File: src/rtl/pinmux_pkg.sv
package pinmux_pkg;
    typedef enum logic [1:0] {
        FN_GPIO = 2'd0,
        FN_BUS  = 2'd1,
        FN_RSV2 = 2'd2,
        FN_RSV3 = 2'd3
    } pin_fn_e;
endpackage

File: src/rtl/pinmux_sync.sv
module pinmux_sync #(
    parameter int W = 64
) (
    input  logic         clk,
    input  logic [W-1:0] d,
    output logic [W-1:0] q
);
    logic [W-1:0] stage1;

    always_ff @(posedge clk) begin
        stage1 <= d;
        q      <= stage1;
    end
endmodule

File: src/rtl/pinmux_row_regs.sv
module pinmux_row_regs #(
    parameter int ROW_W = 32
) (
    input  logic             clk,
    input  logic             rst,
    input  logic             we_data,
    input  logic             we_dir,
    input  logic             we_fn,
    input  logic [ROW_W-1:0] wdata,
    output logic [ROW_W-1:0] out_q,
    output logic [ROW_W-1:0] dir_q,
    output logic [ROW_W-1:0] fn_q
);
    always_ff @(posedge clk) begin
        if (rst) begin
            out_q <= '0;
            dir_q <= '0;
            fn_q  <= '0;
        end else begin
            if (we_data) out_q <= (out_q & ~dir_q) | (wdata & dir_q);
            if (we_dir)  dir_q <= wdata;
            if (we_fn)   fn_q  <= wdata;
        end
    end

    // stored output bits move only where direction was output
    p_data_masked_r4: assert property (@(posedge clk) disable iff (rst)
        ((out_q ^ $past(out_q)) & ~$past(dir_q)) == '0);
endmodule

File: src/rtl/pinmux_pad_sel.sv
module pinmux_pad_sel
    import pinmux_pkg::*;
#(
    parameter int PIN_IDX = 0,
    parameter bit IS_PWR  = 1'b0,
    parameter int SER_CH  = 2,
    parameter int SER_PIN [SER_CH] = '{11, 46}
) (
    input  logic              clk,
    input  logic              rst,
    input  pin_fn_e           fn,
    input  logic              dir,
    input  logic              dout,
    input  logic              bus_do,
    input  logic              bus_oe,
    input  logic [SER_CH-1:0] ser_en,
    input  logic [SER_CH-1:0] ser_tx,
    output logic              pad_out,
    output logic              pad_oe
);
    logic ser_hit;
    logic ser_val;
    logic drv;
    logic val;

    always_comb begin
        ser_hit = 1'b0;
        ser_val = 1'b0;
        for (int c = SER_CH - 1; c >= 0; c--) begin
            if (SER_PIN[c] == PIN_IDX && ser_en[c]) begin
                ser_hit = 1'b1;
                ser_val = ser_tx[c];
            end
        end
    end

    always_comb begin
        drv = 1'b0;
        val = 1'b0;
        unique case (fn)
            FN_GPIO: begin
                if (ser_hit) begin
                    drv = 1'b1;
                    val = ser_val;
                end else begin
                    drv = dir;
                    val = dout;
                end
            end
            FN_BUS: begin
                drv = bus_oe;
                val = bus_do;
            end
            FN_RSV2, FN_RSV3: begin
                drv = 1'b0;
                val = 1'b0;
            end
        endcase
        if (IS_PWR) drv = 1'b0;
    end

    assign pad_oe  = drv;
    assign pad_out = drv & val;

    // reserved codes leave the pad undriven
    p_reserved_quiet_r7: assert property (@(posedge clk) disable iff (rst)
        (fn == FN_RSV2 || fn == FN_RSV3) |-> !pad_oe);

    if (!IS_PWR) begin : g_bus_chk
        // a bus-mode pad mirrors the bus inputs
        p_bus_follow_r6: assert property (@(posedge clk) disable iff (rst)
            (fn == FN_BUS) |-> (pad_oe == bus_oe && pad_out == (bus_do & bus_oe)));
    end
endmodule

File: src/rtl/conn_pinmux.sv
module conn_pinmux
    import pinmux_pkg::*;
#(
    parameter int ROW_W  = 32,
    parameter int N_ROWS = 2,
    parameter int SER_CH = 2,
    parameter int SER_PIN [SER_CH] = '{11, 46},
    parameter logic [ROW_W*N_ROWS-1:0] PWR_MASK = 64'h5000_0315_8000_0000,
    localparam int N_PINS = ROW_W * N_ROWS,
    localparam int ADDR_W = $clog2(3 * N_ROWS)
) (
    input  logic              clk,
    input  logic              rst,
    input  logic              reg_we,
    input  logic [ADDR_W-1:0] reg_addr,
    input  logic [ROW_W-1:0]  reg_wdata,
    output logic [ROW_W-1:0]  reg_rdata,
    input  logic [N_PINS-1:0] pad_in,
    output logic [N_PINS-1:0] pad_out,
    output logic [N_PINS-1:0] pad_oe,
    input  logic [N_PINS-1:0] bus_do,
    input  logic [N_PINS-1:0] bus_oe,
    input  logic [SER_CH-1:0] ser_en,
    input  logic [SER_CH-1:0] ser_tx
);
    logic [ROW_W-1:0]  out_q [N_ROWS];
    logic [ROW_W-1:0]  dir_q [N_ROWS];
    logic [ROW_W-1:0]  fn_q  [N_ROWS];
    logic [N_PINS-1:0] pin_sync;
    pin_fn_e           pin_fn [N_PINS];

    pinmux_sync #(.W(N_PINS)) u_sync (
        .clk (clk),
        .d   (pad_in),
        .q   (pin_sync)
    );

    for (genvar r = 0; r < N_ROWS; r++) begin : g_row
        pinmux_row_regs #(.ROW_W(ROW_W)) u_regs (
            .clk     (clk),
            .rst     (rst),
            .we_data (reg_we && reg_addr == ADDR_W'(r)),
            .we_dir  (reg_we && reg_addr == ADDR_W'(N_ROWS + r)),
            .we_fn   (reg_we && reg_addr == ADDR_W'(2 * N_ROWS + r)),
            .wdata   (reg_wdata),
            .out_q   (out_q[r]),
            .dir_q   (dir_q[r]),
            .fn_q    (fn_q[r])
        );

        for (genvar i = 0; i < ROW_W; i++) begin : g_pin
            localparam int P = r * ROW_W + i;

            assign pin_fn[P] = pin_fn_e'(fn_q[r][2 * (i / 2) +: 2]);

            pinmux_pad_sel #(
                .PIN_IDX (P),
                .IS_PWR  (PWR_MASK[P]),
                .SER_CH  (SER_CH),
                .SER_PIN (SER_PIN)
            ) u_pad (
                .clk     (clk),
                .rst     (rst),
                .fn      (pin_fn[P]),
                .dir     (dir_q[r][i]),
                .dout    (out_q[r][i]),
                .bus_do  (bus_do[P]),
                .bus_oe  (bus_oe[P]),
                .ser_en  (ser_en),
                .ser_tx  (ser_tx),
                .pad_out (pad_out[P]),
                .pad_oe  (pad_oe[P])
            );
        end
    end

    always_comb begin
        reg_rdata = '0;
        for (int r = 0; r < N_ROWS; r++) begin
            if (reg_addr == ADDR_W'(r))
                reg_rdata = pin_sync[r*ROW_W +: ROW_W] & ~PWR_MASK[r*ROW_W +: ROW_W];
            if (reg_addr == ADDR_W'(N_ROWS + r))
                reg_rdata = dir_q[r];
            if (reg_addr == ADDR_W'(2 * N_ROWS + r))
                reg_rdata = fn_q[r];
        end
    end

    // ---------------- assertions ----------------
    logic [1:0] warm_q;
    always_ff @(posedge clk) begin
        if (rst)                 warm_q <= '0;
        else if (warm_q != 2'd2) warm_q <= warm_q + 2'd1;
    end

    // synchronized levels lag the pads by exactly two edges
    p_sync_lag_r3: assert property (@(posedge clk) disable iff (rst)
        (warm_q == 2'd2) |-> (pin_sync == $past(pad_in, 2)));

    // power pads never get an output enable
    p_power_quiet_r9: assert property (@(posedge clk) disable iff (rst)
        (pad_oe & PWR_MASK) == '0);

    // first cycle after reset leaves every pad undriven
    p_reset_idle_r1: assert property (@(posedge clk) disable iff (rst)
        ($past(rst) && ser_en == '0) |-> (pad_oe == '0));

    for (genvar c = 0; c < SER_CH; c++) begin : g_ser_chk
        localparam int SP = SER_PIN[c];
        if (!PWR_MASK[SP]) begin : g_live
            // an open serial channel owns its GPIO-mode pad
            p_serial_over_gpio_r8: assert property (@(posedge clk) disable iff (rst)
                (pin_fn[SP] == FN_GPIO && ser_en[c]) |->
                (pad_oe[SP] && pad_out[SP] == ser_tx[c]));
        end
    end
endmodule

File: config.mk
export PLATFORM = sky130hd
export DESIGN_NAME = conn_pinmux
export DESIGN_NICKNAME = d
export VERILOG_FILES = /design/src/rtl/pinmux_pkg.sv /design/src/rtl/pinmux_sync.sv /design/src/rtl/pinmux_row_regs.sv /design/src/rtl/pinmux_pad_sel.sv /design/src/rtl/conn_pinmux.sv
export SDC_FILE = /design/constraint.sdc
export NUM_CORES = 1
export LEC_CHECK = 0
export BUFFER_PORTS_ARGS = -buffer_cell sky130_fd_sc_hd__buf_2
export CAP_MARGIN = 10
export CORE_ASPECT_RATIO = 0.5
export CORE_MARGIN = 5
export CORE_UTILIZATION = 47
export CTS_CLUSTER_DIAMETER = 50
export DETAILED_ROUTE_END_ITERATION = 12
export HOLD_SLACK_MARGIN = 0.06
export PLACE_DENSITY = 0.84
export SLEW_MARGIN = 25
export SYNTH_ARGS = -nofsm -noshare
export SYNTH_HDL_FRONTEND = slang
export SYNTH_SLANG_ARGS = --single-unit
File: constraint.sdc
create_clock -name clk -period 1.1 [get_ports clk]
set_input_delay 0.11 -clock clk [delete_from_list [all_inputs] [get_ports clk]]
set_output_delay 0.11 -clock clk [all_outputs]
set_load 0.1 [all_outputs]
==> out/summary.txt, run 1 <==
maximum achievable frequency -> 494 MHz
PortBufs -> 353
switching power total -> 0.00841 W
initial antenna violation count -> 10
RSZ-0062 raised after global routing -> true
number of endpoints failing setup at the final stage -> 149
global-route congestion overflow total -> 0
post-placement setup slack -> -619 ps
Final Hold Viols -> 0
capturing element type of the critical path -> output port
HPWL after detailed placement -> 34500 um
post-route design area -> 22900 um^2
number of distinct library cells after synthesis -> 31
internal power consumption -> 0.0190 W
Critical Path, Cell by Cell -> mux2_4 -> a221oi_4 -> a21oi_4 -> buf_12
worst slew slack as a fraction of its limit -> 0.476
Critical Path Fanout Max -> 2
area delta synth->final -> 73.6%
proportion of total power due to net switching -> 0.307
total number of clock tree sinks -> 296
cell with the largest stage delay on the worst path -> a221oi_4
maximum capacitance violations -> 0
mean instance size in the synthesized netlist -> 8.70 um^2
Reg clk slew, reported paths -> 80 ps
die boundary width -> 247 um
worst min path class -> in2reg
Worst Setup Slack, final -> -924 ps
share of async-settable or async-resettable flops after synthesis -> 0
pins over their slew limit -> 0
first-pass GRT wire length -> 86600 um
number of top-level pins -> 394
clock network power share -> 0.381
starting DRC count in detailed routing -> 2250
area of the core region -> 27700 um^2
Min Clock Period, post-route -> 2020 ps
overall routed net length -> 65100 um
Finished Core Util -> 0.828
status -> finished, violations left
post-synth top area cell -> dfxtp_1
WHS Path Cells -> 5
Post-Route Hold Slack -> 160 ps
number of core rows -> 43
top cells by area, synth -> dfxtp_1, mux2i_1, nand2_1
number of warnings printed during yosys synthesis -> 0
Synth Instances -> 1515
Seq/Total Area, Yosys -> 0.450
GP Congestion -> 0.870
cell with the most instances after synthesis -> nand2_1
Final #Nets -> 2207
Die Span Y -> 128 um
master cell of the clock root buffer -> clkbuf_16
worst vdd ir -> 1100 uV
netlist area before placement -> 13200 um^2
via count of the first global-routing pass -> 15600
via total after detailed routing -> 14900
data required time of the critical path -> 990 ps
part of the power in combinational logic -> 0.208
final clock skew -> 17.3 ps
ANT nets after route -> 0
Worst Tran Pin Value -> 784 ps
worst endpoint data arrival time -> 1910 ps
delay of the slowest critical-path stage -> 490 ps
maximum number of pins on one net before global-route repair -> 47
worst r2r path cells -> 2
final cycle utilization of the critical path -> 1.84
total power density per cell area -> 1200 nW/um^2
post-synth top area share -> 0.450
synthesized flop and latch total -> 296
fraction of final layout cells with drive strength greater than 1 -> 0.509
maximum level of the CTS H-tree -> 1
effective utilization at floorplan -> 0.477
placed instance count -> 2234
clock latency on the worst-skew pair -> 570 ps
DRC violations left -> 0
sequential share of power -> 0.411
clock tree from TritonCTS -> yes
violated checks -> negative setup slack
Total Die Area -> 31700 um^2
area used by multi-input combinational logic -> 8370 um^2
Num CTS Buffers -> 26
WL/cell -> 27.2 um
type of the worst setup path -> reg2out
maximum clock insertion buffer count -> 3
routed via count divided by cell count -> 6.22
non-filler instance count after layout -> 2390
footprint of the flip-flops and latches -> 6060 um^2
leading cell types by count after synthesis -> nand2_1, dfxtp_1, a21oi_1
launching element type of the critical path -> register
global-route usage over all layers -> 0.346
number of enable-type register cells in the synthesized netlist -> 0
dominant synthesized flop cell -> dfxtp_1
placed inst area -> 18800 um^2
number of filler instances in the final layout -> 1266
First-pass DRT Iterations -> 7
leakage power figure -> 8.92 nW
## per-stage QoR
step           total power (W)  TNS [ps]
2_1_floorplan           0.0143    -10520
3_5_place_dp            0.0160    -67310
5_1_grt                 0.0279   -100320
6_report                0.0274    -95190
4_1_cts                 0.0266    -89780
3_3_place_gp            0.0159    -56710
## power groups by stage
stage,Combinational [W],Sequential [W],Clock (W)
after floorplan,0.00293,0.0114,0
after global placement,0.00447,0.0114,0
after detailed placement,0.00458,0.0114,0
after CTS,0.00522,0.0112,0.0102
after global routing,0.00580,0.0113,0.0108
final,0.00570,0.0113,0.0104
## worst max-delay path, delay by kind of cell, from the launching register on
family	cells	cell delay [ps]
AO/OA/AOI/OAI	2	570
flip-flops	1	330
multiplexers	1	270
buffers and inverters	1	190
## worst paths after layout
path / slack (ps) / endpoint / start
max: -920 / reg_rdata[15] / g_row[0].u_regs.fn_q[15]
min: 160 / g_row[0].u_regs.dir_q[28] / reg_addr[0]
max reg2reg: -30 / g_row[0].u_regs.dir_q[15] / g_row[0].u_regs.dir_q[15]
min reg2reg: 330 / u_sync.q[13] / u_sync.stage1[13]
## metal layers
metal | part of all wire | GRT usage | vias up | wire length [um]
li1 | - | - | 5955 | -
met1 | 0.32 | 0.358 | 6997 | 21100
met2 | 0.47 | 0.606 | 1363 | 30700
met3 | 0.11 | 0.0884 | 560 | 7000
met4 | 0.097 | 0.275 | 0 | 6300
met5 | 0 | 0 | - | 0
## cells by family (layout without fill, tap and decap cells)
family / count (synthesis) / count (layout) / share of synthesized area
other: 1 / 31 / 0.000284
AO/OA/AOI/OAI: 243 / 243 / 0.110
AND/OR/NAND/NOR: 516 / 516 / 0.161
buffers and inverters: 246 / 709 / 0.112
flip-flops: 296 / 296 / 0.450
multiplexers: 213 / 213 / 0.167
## area by class of cell
class,instances,area share
clock buffer,28,0.0301
clock inverter,20,0.0107
inverter,3,0.000601
multi-input combinational,988,0.366
tap,382,0.0209
antenna,15,0.00164
timing repair buffer,658,0.306
sequential,296,0.265
## placed cells by master, fill, tap and decap left out, types with 3 or more instances in the layout
cell / n
mux2_2: 23
mux2_4: 32
conb_1: 16
nand2b_1: 8
buf_12: 177
nor3_4: 18
dfxtp_1: 234
a22oi_1: 10
mux2i_1: 83
a41o_1: 8
diode_2: 15
nor2b_4: 3
buf_4: 155
bufinv_16: 5
clkinvlp_4: 3
dfxtp_4: 22
a22oi_2: 22
nor3_1: 6
nand2_1: 378
a221oi_4: 24
buf_2: 206
mux2i_2: 23
a221oi_2: 7
clkbuf_16: 28
nor2_2: 18
dfxtp_2: 40
buf_6: 28
a21oi_4: 31
mux2i_4: 52
dlygate4sd3_1: 89
a21oi_1: 137
nor2_4: 36
clkinv_2: 9
nor3_2: 34
## repair_timing
item	CTS	global route
cloned	0	1
hold endpoints to repair	240	0
setup buffers	1	7
pin swaps	27	30
resized for setup	310	172
setup endpoints to repair	144	154
hold buffers	89	0
Note: power is estimated with default switching activity, not from simulation.
==> inputs of run 2 (changes only) <==
- CELL_PAD_IN_SITES_DETAIL_PLACEMENT: default -> 2
- CELL_PAD_IN_SITES_GLOBAL_PLACEMENT: default -> 2
- CORE_UTILIZATION: 47 -> 27
- PLACE_DENSITY: 0.84 -> 0.83
==> out/summary.txt, run 2 (synthesis results as in run 1) <==
first-pass GRT wire length -> 140000 um (was 86600 um)
Min Clock Period, post-route -> 2100 ps (was 2020 ps)
number of endpoints failing setup at the final stage -> 229 (was 149)
status -> finished, violations left (unchanged)
Reg clk slew, reported paths -> 90 ps (was 80 ps)
setup tns final -> -119290 ps (was -95190 ps)
area of the core region -> 48400 um^2 (was 27700 um^2)
GP Congestion -> 0.811 (was 0.870)
worst r2r path cells -> 3 (was 2)
Num CTS Buffers -> 34 (was 26)
hold path startpoint -> rst (was reg_addr[0])
HPWL after detailed placement -> 52900 um (was 34500 um)
Worst Setup Slack, final -> -1000 ps (was -924 ps)
post-placement setup slack -> -618 ps (was -619 ps)
maximum achievable frequency -> 476 MHz (was 494 MHz)
global-route usage over all layers -> 0.359 (was 0.346)
fraction of final layout cells with drive strength greater than 1 -> 0.552 (was 0.509)
worst min path class -> in2reg (unchanged)
worst endpoint data arrival time -> 1990 ps (was 1910 ps)
final clock skew -> 23.4 ps (was 17.3 ps)
data required time of the critical path -> 990 ps (about the same)
maximum capacitance violations -> 0 (unchanged)
total power density per cell area -> 1300 nW/um^2 (was 1200 nW/um^2)
overall routed net length -> 122000 um (was 65100 um)
Finished Core Util -> 0.504 (was 0.828)
initial antenna violation count -> 13 (was 10)
number of filler instances in the final layout -> 4650 (was 1266)
Final #Nets -> 2268 (was 2207)
leakage power figure -> 9.39 nW (was 8.92 nW)
maximum level of the CTS H-tree -> 2 (was 1)
effective utilization at floorplan -> 0.272 (was 0.477)
Critical Path, Cell by Cell -> mux2i_4 -> nor3_4 -> buf_6 -> buf_12 (was mux2_4 -> a221oi_4 -> a21oi_4 -> buf_12)
maximum clock insertion buffer count -> 3 (unchanged)
violated checks -> negative setup slack (unchanged)
global-route congestion overflow total -> 0 (unchanged)
clock latency on the worst-skew pair -> 590 ps (was 570 ps)
origin of the critical flop-to-flop path -> g_row[1].u_regs.dir_q[6] (was g_row[0].u_regs.dir_q[15])
number of top-level pins -> 394 (unchanged)
delay of the slowest critical-path stage -> 420 ps (was 490 ps)
most common cell after layout, fill and taps aside -> nand2_1 (unchanged)
via total after detailed routing -> 17000 (was 14900)
pins over their slew limit -> 0 (unchanged)
Die Span Y -> 166 um (was 128 um)
Critical Path Fanout Max -> 3 (was 2)
routed via count divided by cell count -> 6.27 (was 6.22)
maximum number of pins on one net before global-route repair -> 43 (was 47)
PortBufs -> 353 (unchanged)
placed instance count -> 2513 (was 2234)
Final Hold Viols -> 0 (unchanged)
cell with the largest stage delay on the worst path -> nor3_4 (was a221oi_4)
launch point of the worst path -> g_row[1].u_regs.fn_q[2] (was g_row[0].u_regs.fn_q[15])
ANT nets after route -> 0 (unchanged)
starting DRC count in detailed routing -> 2100 (was 2250)
placed inst area -> 19300 um^2 (was 18800 um^2)
Total Die Area -> 53600 um^2 (was 31700 um^2)
final cycle utilization of the critical path -> 1.91 (was 1.84)
worst slew slack as a fraction of its limit -> 0.423 (was 0.476)
worst vdd ir -> 899 uV (was 1100 uV)
post-route design area -> 24400 um^2 (was 22900 um^2)
clock tree from TritonCTS -> yes (unchanged)
WL/cell -> 44.8 um (was 27.2 um)
launching element type of the critical path -> register (unchanged)
DRC violations left -> 0 (unchanged)
WHS Path Cells -> 4 (was 5)
First-pass DRT Iterations -> 6 (was 7)
capturing element type of the critical path -> output port (unchanged)
number of core rows -> 57 (was 43)
master cell of the clock root buffer -> clkbuf_16 (unchanged)
via count of the first global-routing pass -> 17200 (was 15600)
Worst Tran Pin Value -> 863 ps (was 784 ps)
leading cell types in the layout, fill and taps excluded -> nand2_1, buf_2, dfxtp_1, buf_12, buf_4 (was nand2_1, dfxtp_1, buf_2, buf_12, buf_4)
type of the worst setup path -> reg2out (unchanged)
area delta synth->final -> 85.0% (was 73.6%)
non-filler instance count after layout -> 2721 (was 2390)
die boundary width -> 322 um (was 247 um)
RSZ-0062 raised after global routing -> true (unchanged)
total number of clock tree sinks -> 296 (unchanged)
run 2: worst max-delay path, delay by kind of cell (launching register included):
kind	cells	cell delay, ps
flops	1	390
simple gates	1	420
buf+inv	2	360
mux	1	220
run 2: routing by layer:
layer  track usage  vias to the layer above  wire length (um)
li1              -                     6063                 -
met1         0.417                     8455             43000
met2         0.610                     1708             53700
met3        0.0699                      813             11800
met4         0.224                       10             13300
met5             0                        -                69
run 2: layout make-up:
cell class	instances	area (um^2)	share of cell area
Tap cell	649	812	0.0333
Inverter	3	11.3	0.000462
Antenna cell	13	32.5	0.00133
Clock inverter	15	193	0.00790
Timing Repair Buffer	711	7530	0.309
Sequential cell	296	6110	0.251
Clock buffer	46	1010	0.0414
Multi-Input combinational cell	988	8680	0.356
run 2: worst paths after layout:
path | to | slack, ps
hold reg to reg | u_sync.q[4] | 330
hold / removal | g_row[1].u_regs.fn_q[3] | 170
setup / recovery | pad_out[35] | -1000
setup reg to reg | g_row[1].u_regs.dir_q[6] | -500
run 2: what timing repair did:
item / 4_1_cts / 5_1_grt
endpoints found under the hold margin: 238 / 9
endpoints found under the setup margin: 148 / 208
gates resized for setup: 430 / 177
cloned: 0 / 1
hold buffers: 90 / 5
pin swaps: 32 / 51
buffers inserted: 10 / 37
run 2: through the flow:
step / hold slack [ps] / total power, W
2_1_floorplan: 138 / 0.0143
3_3_place_gp: 213 / 0.0160
3_5_place_dp: 215 / 0.0163
4_1_cts: 123 / 0.0298
5_1_grt: 159 / 0.0319
6_report: 172 / 0.0318
run 2: power by group:
part	switching, W	leakage [nW]	internal, W	total [W]
sequential	0.000375	2.48	0.0110	0.0114
combinational	0.00426	6.32	0.00233	0.00659
clock	0.00633	0.594	0.00747	0.0138
total	0.0110	9.39	0.0208	0.0318
